===== src/rtl/tmr_pkg.sv =====
package tmr_pkg;
  localparam int DATA_W = 32;

  localparam logic [3:0] OFF_LOAD = 4'h0;
  localparam logic [3:0] OFF_VAL  = 4'h4;
  localparam logic [3:0] OFF_CTRL = 4'h8;
  localparam logic [3:0] OFF_CLR  = 4'hC;

  localparam int BIT_EN   = 7;
  localparam int BIT_PER  = 6;
  localparam int BIT_FAST = 3;

  typedef struct packed {
    logic en;
    logic per;
    logic fast;
  } ctrl_t;
endpackage


===== src/rtl/tmr_regs.sv =====
module tmr_regs
  import tmr_pkg::*;
#(
  parameter int CNT_W  = 32,
  parameter int ADDR_W = 4
) (
  input  logic              clk_i,
  input  logic              rst_ni,
  input  logic [ADDR_W-1:0] addr_i,
  input  logic              we_i,
  input  logic [DATA_W-1:0] wdata_i,
  input  logic [CNT_W-1:0]  cnt_i,
  output ctrl_t             ctrl_o,
  output logic [CNT_W-1:0]  load_o,
  output logic              load_now_o,
  output logic              clr_o,
  output logic [DATA_W-1:0] rdata_o
);
  logic sel_load, sel_val, sel_ctrl, sel_clr;
  logic wr_load, wr_val, wr_ctrl;
  logic [CNT_W-1:0] load_q;
  ctrl_t ctrl_q;

  assign sel_load = (addr_i == ADDR_W'(OFF_LOAD));
  assign sel_val  = (addr_i == ADDR_W'(OFF_VAL));
  assign sel_ctrl = (addr_i == ADDR_W'(OFF_CTRL));
  assign sel_clr  = (addr_i == ADDR_W'(OFF_CLR));

  assign wr_load = we_i & sel_load;
  assign wr_val  = we_i & sel_val;
  assign wr_ctrl = we_i & sel_ctrl;

  always_ff @(posedge clk_i or negedge rst_ni) begin
    if (!rst_ni) begin
      load_q <= '0;
      ctrl_q <= '0;
    end else begin
      if (wr_load) load_q <= wdata_i[CNT_W-1:0];
      if (wr_ctrl) begin
        ctrl_q.en   <= wdata_i[BIT_EN];
        ctrl_q.per  <= wdata_i[BIT_PER];
        ctrl_q.fast <= wdata_i[BIT_FAST];
      end
    end
  end

  assign ctrl_o     = ctrl_q;
  assign load_o     = load_q;
  assign load_now_o = wr_ctrl & wdata_i[BIT_EN] & ~ctrl_q.en;
  assign clr_o      = we_i & sel_clr;

  always_comb begin
    rdata_o = '0;
    if (sel_load) begin
      rdata_o = DATA_W'(load_q);
    end else if (sel_val) begin
      rdata_o = DATA_W'(cnt_i);
    end else if (sel_ctrl) begin
      rdata_o[BIT_EN]   = ctrl_q.en;
      rdata_o[BIT_PER]  = ctrl_q.per;
      rdata_o[BIT_FAST] = ctrl_q.fast;
    end
  end


  val_wr_ignored_chk: assert property (@(posedge clk_i) disable iff (!rst_ni)
    wr_val |=> ($stable(load_q) && $stable(ctrl_q)));
endmodule


===== src/rtl/tmr_count.sv =====
module tmr_count
  import tmr_pkg::*;
#(
  parameter int CNT_W = 32
) (
  input  logic             clk_i,
  input  logic             rst_ni,
  input  ctrl_t            ctrl_i,
  input  logic [CNT_W-1:0] load_i,
  input  logic             load_now_i,
  input  logic             tick_fast_i,
  input  logic             tick_slow_i,
  output logic [CNT_W-1:0] cnt_o,
  output logic             uf_o
);
  logic [CNT_W-1:0] cnt_q;
  logic tick, step, at_zero;

  assign tick    = ctrl_i.fast ? tick_fast_i : tick_slow_i;
  assign step    = ctrl_i.en & tick & ~load_now_i;
  assign at_zero = (cnt_q == '0);
  assign uf_o    = step & at_zero;

  always_ff @(posedge clk_i or negedge rst_ni) begin
    if (!rst_ni) begin
      cnt_q <= '0;
    end else if (load_now_i) begin
      cnt_q <= load_i;
    end else if (step) begin
      if (at_zero) cnt_q <= ctrl_i.per ? load_i : '1;
      else         cnt_q <= cnt_q - 1'b1;
    end
  end

  assign cnt_o = cnt_q;


  enable_load_chk: assert property (@(posedge clk_i) disable iff (!rst_ni)
    load_now_i |=> cnt_q == $past(load_i));

  dec_chk: assert property (@(posedge clk_i) disable iff (!rst_ni)
    (step && cnt_q != '0) |=> cnt_q == $past(cnt_q) - 1'b1);

  hold_chk: assert property (@(posedge clk_i) disable iff (!rst_ni)
    (!ctrl_i.en && !load_now_i) |=> $stable(cnt_q));

  reload_chk: assert property (@(posedge clk_i) disable iff (!rst_ni)
    (uf_o && ctrl_i.per) |=> cnt_q == $past(load_i));

  wrap_chk: assert property (@(posedge clk_i) disable iff (!rst_ni)
    (uf_o && !ctrl_i.per) |=> (&cnt_q));
endmodule


===== src/rtl/tmr_irq.sv =====
module tmr_irq (
  input  logic clk_i,
  input  logic rst_ni,
  input  logic uf_i,
  input  logic clr_i,
  output logic irq_o
);
  logic irq_q;

  always_ff @(posedge clk_i or negedge rst_ni) begin
    if (!rst_ni)    irq_q <= 1'b0;
    else if (uf_i)  irq_q <= 1'b1;
    else if (clr_i) irq_q <= 1'b0;
  end

  assign irq_o = irq_q;


  set_chk: assert property (@(posedge clk_i) disable iff (!rst_ni)
    uf_i |=> irq_q);

  clear_chk: assert property (@(posedge clk_i) disable iff (!rst_ni)
    (clr_i && !uf_i) |=> !irq_q);

  sticky_chk: assert property (@(posedge clk_i) disable iff (!rst_ni)
    (irq_q && !clr_i) |=> irq_q);

  uf_wins_chk: assert property (@(posedge clk_i) disable iff (!rst_ni)
    (uf_i && clr_i) |=> irq_q);
endmodule


===== src/rtl/tmr_top.sv =====
module tmr_top
  import tmr_pkg::*;
#(
  parameter int CNT_W  = 32,
  parameter int ADDR_W = 4
) (
  input  logic              clk_i,
  input  logic              rst_ni,
  input  logic              tick_fast_i,
  input  logic              tick_slow_i,
  input  logic [ADDR_W-1:0] addr_i,
  input  logic              we_i,
  input  logic [31:0]       wdata_i,
  output logic [31:0]       rdata_o,
  output logic              irq_o
);
  ctrl_t ctrl;
  logic [CNT_W-1:0] load, cnt;
  logic load_now, clr, uf;

  tmr_regs #(.CNT_W(CNT_W), .ADDR_W(ADDR_W)) u_regs (
    .clk_i      (clk_i),
    .rst_ni     (rst_ni),
    .addr_i     (addr_i),
    .we_i       (we_i),
    .wdata_i    (wdata_i),
    .cnt_i      (cnt),
    .ctrl_o     (ctrl),
    .load_o     (load),
    .load_now_o (load_now),
    .clr_o      (clr),
    .rdata_o    (rdata_o)
  );

  tmr_count #(.CNT_W(CNT_W)) u_count (
    .clk_i       (clk_i),
    .rst_ni      (rst_ni),
    .ctrl_i      (ctrl),
    .load_i      (load),
    .load_now_i  (load_now),
    .tick_fast_i (tick_fast_i),
    .tick_slow_i (tick_slow_i),
    .cnt_o       (cnt),
    .uf_o        (uf)
  );

  tmr_irq u_irq (
    .clk_i  (clk_i),
    .rst_ni (rst_ni),
    .uf_i   (uf),
    .clr_i  (clr),
    .irq_o  (irq_o)
  );
endmodule


===== config.mk =====
export PLATFORM = sky130hd
export DESIGN_NAME = tmr_top
export DESIGN_NICKNAME = d
export VERILOG_FILES = /design/src/rtl/tmr_pkg.sv /design/src/rtl/tmr_regs.sv /design/src/rtl/tmr_count.sv /design/src/rtl/tmr_irq.sv /design/src/rtl/tmr_top.sv
export SDC_FILE = /design/constraint.sdc
export NUM_CORES = 1
export LEC_CHECK = 0
export ABC_AREA = 1
export BUFFER_PORTS_ARGS = -buffer_cell sky130_fd_sc_hd__buf_4
export CAP_MARGIN = 30
export CORE_MARGIN = 10
export CORE_UTILIZATION = 60
export DETAILED_ROUTE_END_ITERATION = 10
export PLACE_DENSITY = 0.84
export SLEW_MARGIN = 20
export SYNTH_ARGS = -nofsm -noshare
export SYNTH_HDL_FRONTEND = slang
export SYNTH_SLANG_ARGS = --single-unit

===== constraint.sdc =====
create_clock -name clk_i -period 4.2 [get_ports clk_i]
set_clock_uncertainty 0.2 [all_clocks]
set_input_delay 0.21 -clock clk_i [delete_from_list [all_inputs] [get_ports clk_i]]
set_output_delay 0.21 -clock clk_i [all_outputs]
set_load 0.02 [all_outputs]

### After elaboration in Yosys (flattened, before gate mapping)

Cells that the tools add are included.
W data, S select, Z words.

| word-level totals | value |
|---|---|
| output and inout port bits | 33 |
| flip-flop bits (word level) | 68 |

| cells by class | value |
|---|---|
| equal/unequal tests | 3 |
| reductions and logical operators | 4 |
| bitwise logic cells | 10 |
| multiplexer cells | 15 |
| add/subtract/negate cells | 1 |

Operators by type and width:

| operator | number |
|---|---|
| $mux W32 | 5 |
| $logic_not A32 Y1 | 1 |
| $sub A32 B1 Y32 const B | 1 |
| $mux W24 | 1 |
| $and A1 B1 Y1 | 8 |
| $eq A4 B4 Y1 const B | 2 |
| $mux W2 | 3 |
| $mux W1 | 5 |
| $eq A4 B3 Y1 const B | 1 |
| $logic_not A4 Y1 | 1 |
| $reduce_bool A2 Y1 | 2 |
| $mux W3 | 1 |
| $not A1 Y1 | 2 |

### Depth between registers and ports, before layout

| logic depth | value |
|---|---|
| depth in word-level cells | 8 |
| mapped depth | 12 |
| depth with buffers taken out | 12 |

### By module

From an unflattened synthesis, not the netlist that was laid out.

| second synthesis, totals | value |
|---|---|
| cell total of the unflattened synthesis | 803 |
| area total of the unflattened synthesis | 5,248.8 sq um |

By module, submodules not included:

| module | times used | cells an instance | area each (sq um) |
|---|---|---|---|
| tmr_count | 1 | 519 | 3,125.5 |
| tmr_regs | 1 | 279 | 2,083.2 |
| tmr_irq | 1 | 5 | 40.0 |

### Least setup slack after synthesis

Ideal clock, no wire load.

| timing path | value |
|---|---|
| path kind | flip-flop to flip-flop |
| start point | register u_count.cnt_q[0] (netlist: u_count.cnt_o[0]) |
| end point | register u_count.cnt_q[4] (netlist: u_count.cnt_o[4]) |
| stages on the path, launching flop included | 11 |
| clock period less this slack | 1,842 ps |
| data required time | 3,870 ps |
| setup slack | 2,358 ps |
| arrival time | 1,512 ps |
| cells stage by stage | dfrtp_1 inv_1 ha_1 nand2_1 nor2_1 nand3_1 nor2_8 buf_4 nand3_1 o211ai_1 nand3_1 |

| between the ends | value |
|---|---|
| longest elaborated chain between the ends | 4 |
| elaborated cells between the ends (all ways) | 5 |
| those cells by class | add/sub: 1; mux: 3; reduce/logical: 1 |

Ends and longest elaborated chain:

| element | line | source |
|---|---|---|
| from (decl) | tmr_count.sv:16 | `logic [CNT_W-1:0] cnt_q;` |
| from (signal assigned) | tmr_count.sv:28 | `cnt_q <= load_i;` |
| from (signal assigned) | tmr_count.sv:30 | `if (at_zero) cnt_q <= ctrl_i.per ? load_i : '1;` |
| from (signal assigned) | tmr_count.sv:31 | `else cnt_q <= cnt_q - 1'b1;` |
| $sub A32 B1 Y32 or $logic_not A32 Y1 (tied branches) | tmr_count.sv:31, tmr_count.sv:21 |  |
| $mux W32 (*) | tmr_count.sv:30 |  |
| $mux W32 (*) | tmr_count.sv:29 | `end else if (step) begin` |
| $mux W32 (*) | tmr_count.sv:27 | `end else if (load_now_i) begin` |

Mark *: on every way between the ends. The rest lies on a longest branch, timed or not. The select of a mux whose other input is x is not followed.
A chain may end at the register's enable or synchronous reset.

### Worst setup path in the final report

| timing path | value |
|---|---|
| start point | register u_regs.ctrl_q (netlist bit u_regs.ctrl_o[0]) |
| end point | register u_count.cnt_q[4] (netlist: u_count.cnt_o[4]) |

| between the ends | value |
|---|---|
| longest elaborated chain between the ends | 4 |

Ends and longest elaborated chain:

| element | line | source |
|---|---|---|
| from (decl) | tmr_regs.sv:22 | `ctrl_t ctrl_q;` |
| $mux W1 | tmr_count.sv:19 | `assign tick = ctrl_i.fast ? tick_fast_i : tick_slow_i;` |
| $and A1 B1 Y1 (2 in series) | tmr_count.sv:20 | `assign step = ctrl_i.en & tick & ~load_now_i;` |
| $reduce_bool A2 Y1 (no line) | - |  |

Every way passes these cells.

==> results.sh <==
export IMPL_grt_pass1_vias=4813
export IMPL_synth_top_area_share_pct=37.4
export IMPL_synth_fp_nets=734
export IMPL_clock_fmax_ghz=0.385
export IMPL_syn_area_sq_um=4550
export IMPL_p_switching_w=0.00134
export IMPL_number_of_vias_in_the_routed_layout=4888
export IMPL_clock_network_fraction_of_total_power_pct=18.3
export IMPL_floorplan_core_area_sq_um=7330
export IMPL_final_setup_tns_ns=0
export IMPL_netlist_instances=691
export IMPL_dp_final_hpwl_mm=9.39
export IMPL_drv_slew=0
export IMPL_layout_cells_most_common="nand2_1"
export IMPL_start_util_pct=62.1
export IMPL_antenna_violating_nets_left=0
export IMPL_power_ir_vdd_worst_mv=0.282
export IMPL_yosysWarnings=0
export IMPL_tritoncts_num_buffers=9
export IMPL_pwr_density_cell_nw_per_um2=518
export IMPL_io_buffer_count=73
export IMPL_die_area_sq_um=11500
export IMPL_wire_length_of_the_first_global_routing_pass_mm=23.1
export IMPL_post_cts_buffers=0
export IMPL_grt_max_degree=69
export IMPL_critical_path_slowest_cell="nand2_1"
export IMPL_p_sw_share_pct=45.8
export IMPL_numClockSinks=68
export IMPL_cts_root_buf="clkbuf_8"
export IMPL_io_pins=74
export IMPL_globalplace_congestion=0.926
export IMPL_total_power_w=0.00293
export IMPL_grt_setup_unrepaired="false"
export IMPL_antenna_found_initial=0
export IMPL_finalHoldWorstSlack_ns=0.0183
export IMPL_synth_largest_area_cell="dfrtp_1"
export IMPL_antenna_cells_inserted=0
export IMPL_seq_total_area_yosys_pct=37.4
export IMPL_status="finished clean"
export IMPL_ys_top_cells_by_area="dfrtp_1 (37%), nand2_1 (15%), inv_1 (8.2%), nor2_1 (7.5%), nand3_1 (6.7%)"
export IMPL_critical_path_max_stage_delay_ns=0.61
export IMPL_p_int_w=0.00159
export IMPL_static_leakage_power_nw=2.93
export IMPL_worst_setup_hold_path_clk_slew_ns=0.08
export IMPL_fin_nets=830
export IMPL_finalInstanceArea_sq_um=5670
export IMPL_clock_tree_from_tritoncts="done"
export IMPL_combPwrFrac_pct=45.4
export IMPL_final_setup_viol_count=0
export IMPL_first_pass_iters=5
export IMPL_cts_repair_resized=0
export IMPL_syn_avg_cell_area_sq_um=6.59
export IMPL_power_sequential_fraction_pct=36.3
export IMPL_critical_path_endpoint_type="register"
export IMPL_cts_htree_levels=3
export IMPL_worst_endpoint_arrival_ns=2.62
export IMPL_area_growth_syn_to_layout_pct=24.5
export IMPL_layout_cells_most_common_list="nand2_1 (186), inv_1 (99), nor2_1 (91)"
export IMPL_cts_hold_buf=33
export IMPL_drt_initial_drc_count=446
export IMPL_num_fill_cells=550
export IMPL_cts_max_path_buffers=2
export IMPL_max_slew_margin_rel_pct=42.1
export IMPL_synth_cell_types=29
export IMPL_final_min_period_over_clock_period_pct=61.8
export IMPL_die_height_um=107
export IMPL_timing_final_crit_period_ns=2.60
export IMPL_placement_cell_area_sq_um=5150
export IMPL_routed_wirelength_mm=13.6
export IMPL_final_layout_size_suffix_gt1_share_pct=14.4
export IMPL_worstMarginPinSlew_ns=0.869
export IMPL_post_drt_wl_per_cell_um=15.3
export IMPL_critPathRequiredTime_ns=4.23
export IMPL_overflow=0
export IMPL_type_of_the_worst_setup_path="reg -> reg"
export IMPL_hold_path_class="in -> reg"
export IMPL_grt_total_usage_pct=24.4
export IMPL_floorplan_rows=31
export IMPL_report_final_hold_viol_count=0
export IMPL_startpoint_type="register"
export IMPL_clk_latency_ns=0.35
export IMPL_chipWidth_um=107
export IMPL_vias_per_cell=5.49
export IMPL_critical_path_peak_fanout=24
export IMPL_maxCapViolCount=0
export IMPL_drt_drc_violations_left=0
export IMPL_cell_chain_of_the_critical_path="inv_1 -> nor2_1 -> nor3_2 -> buf_4 -> inv_2 -> nand2_1 -> inv_2 -> nand2_1 -> nand3_1"
export IMPL_register_bit_count_reported_by_yosys=68
==> logic make-up (layout without fill, tap and decap cells) <==
logic type	count (synthesis)	count (layout)	synth area share (%)
fa+ha+maj	2	2	0.550
simple gates	362	362	33.7
buf+inv	129	229	11.5
compound gates	119	119	14.7
flops	68	68	37.4
xor+xnor	11	11	2.12
==> worst max-delay path, delay by kind of cell, from the launching register on <==
family | cells | cell delay, ns
and+or+nand+nor | 5 | 0.98
buffers and inverters | 4 | 0.87
DFF | 1 | 0.40
==> layer usage <==
layer	global-route usage [%]	up-vias	wire length [um]
met5	0	-	0
met4	8.70	0	291
met3	5.81	38	1080
met2	39.4	221	6420
met1	31.1	2222	5780
li1	-	2407	-
==> state kept, by name, indices dropped and copies added, names as in the netlist <==
signal	flops
u_regs.load_o	32
u_regs.ctrl_o	3
u_irq.irq_o	1
u_count.cnt_o	32
==> cells in the mapped netlist (all sizes together) <==
library cell,instances
clkbuf,14
xnor2,1
o22ai,43
inv,102
o21ai,30
o211ai,4
a21oi,39
dfrtp,68
nor3,1
ha,2
nand3,62
clkinv,1
nor2,104
xor2,10
o221ai,3
nand2,189
buf,12
nand4,6
==> path summary, 6_finish.rpt <==
kind / from / to / slack, ns / cells past startpoint
worst max-delay path: u_regs.ctrl_o[0]$_DFFE_PN0N_ / u_count.cnt_o[4]$_DFFE_PN0P_ / 1.60 / 9
min in group asynchronous: rst_ni / u_regs.load_o[1]$_DFFE_PN0P_ / 0.30 / 2
max in group asynchronous: rst_ni / u_count.cnt_o[21]$_DFFE_PN0P_ / 2.93 / 2
worst max register to register: u_regs.ctrl_o[0]$_DFFE_PN0N_ / u_count.cnt_o[4]$_DFFE_PN0P_ / 1.60 / 9
worst min-delay path: addr_i[2] / u_irq.irq_o$_DFFE_PN0P_ / 0.02 / 4
worst min register to register: u_regs.load_o[10]$_DFFE_PN0P_ / u_count.cnt_o[10]$_DFFE_PN0P_ / 0.30 / 2
==> power by group through the flow <==
stage / Combinational (W) / Clock, W / Sequential, W
3_3_place_gp: 0.00125 / 0 / 0.00106
6_report: 0.00133 / 0.000537 / 0.00106
2_1_floorplan: 0.00100 / 0 / 0.00101
5_1_grt: 0.00151 / 0.000575 / 0.00109
4_1_cts: 0.00131 / 0.000543 / 0.00106
3_5_place_dp: 0.00128 / 0 / 0.00107
==> final cells by class <==
type / instances / area, sq um / area share, %
Multi-Input combinational cell: 494 / 2330 / 41.1
Sequential cell: 68 / 1700 / 30.0
Timing Repair Buffer: 111 / 928 / 16.4
Inverter: 103 / 392 / 6.91
Clock buffer: 9 / 124 / 2.19
Tap cell: 99 / 124 / 2.19
Clock inverter: 6 / 66.3 / 1.17
==> stage by stage <==
| stage | std cells | setup slack, ns | utilization [%] |
|---|---|---|---|
| 6_report | 890 | 1.60 | 77.3 |
| 5_1_grt | 890 | 1.42 | 77.3 |
| 4_1_cts | 890 | 1.65 | 77.3 |
| 3_5_place_dp | 842 | 1.60 | 70.2 |
| 3_3_place_gp | 841 | 1.73 | 69.9 |
| 2_1_floorplan | 691 | 2.36 | - |
Note: power is estimated with default switching activity, not from simulation.
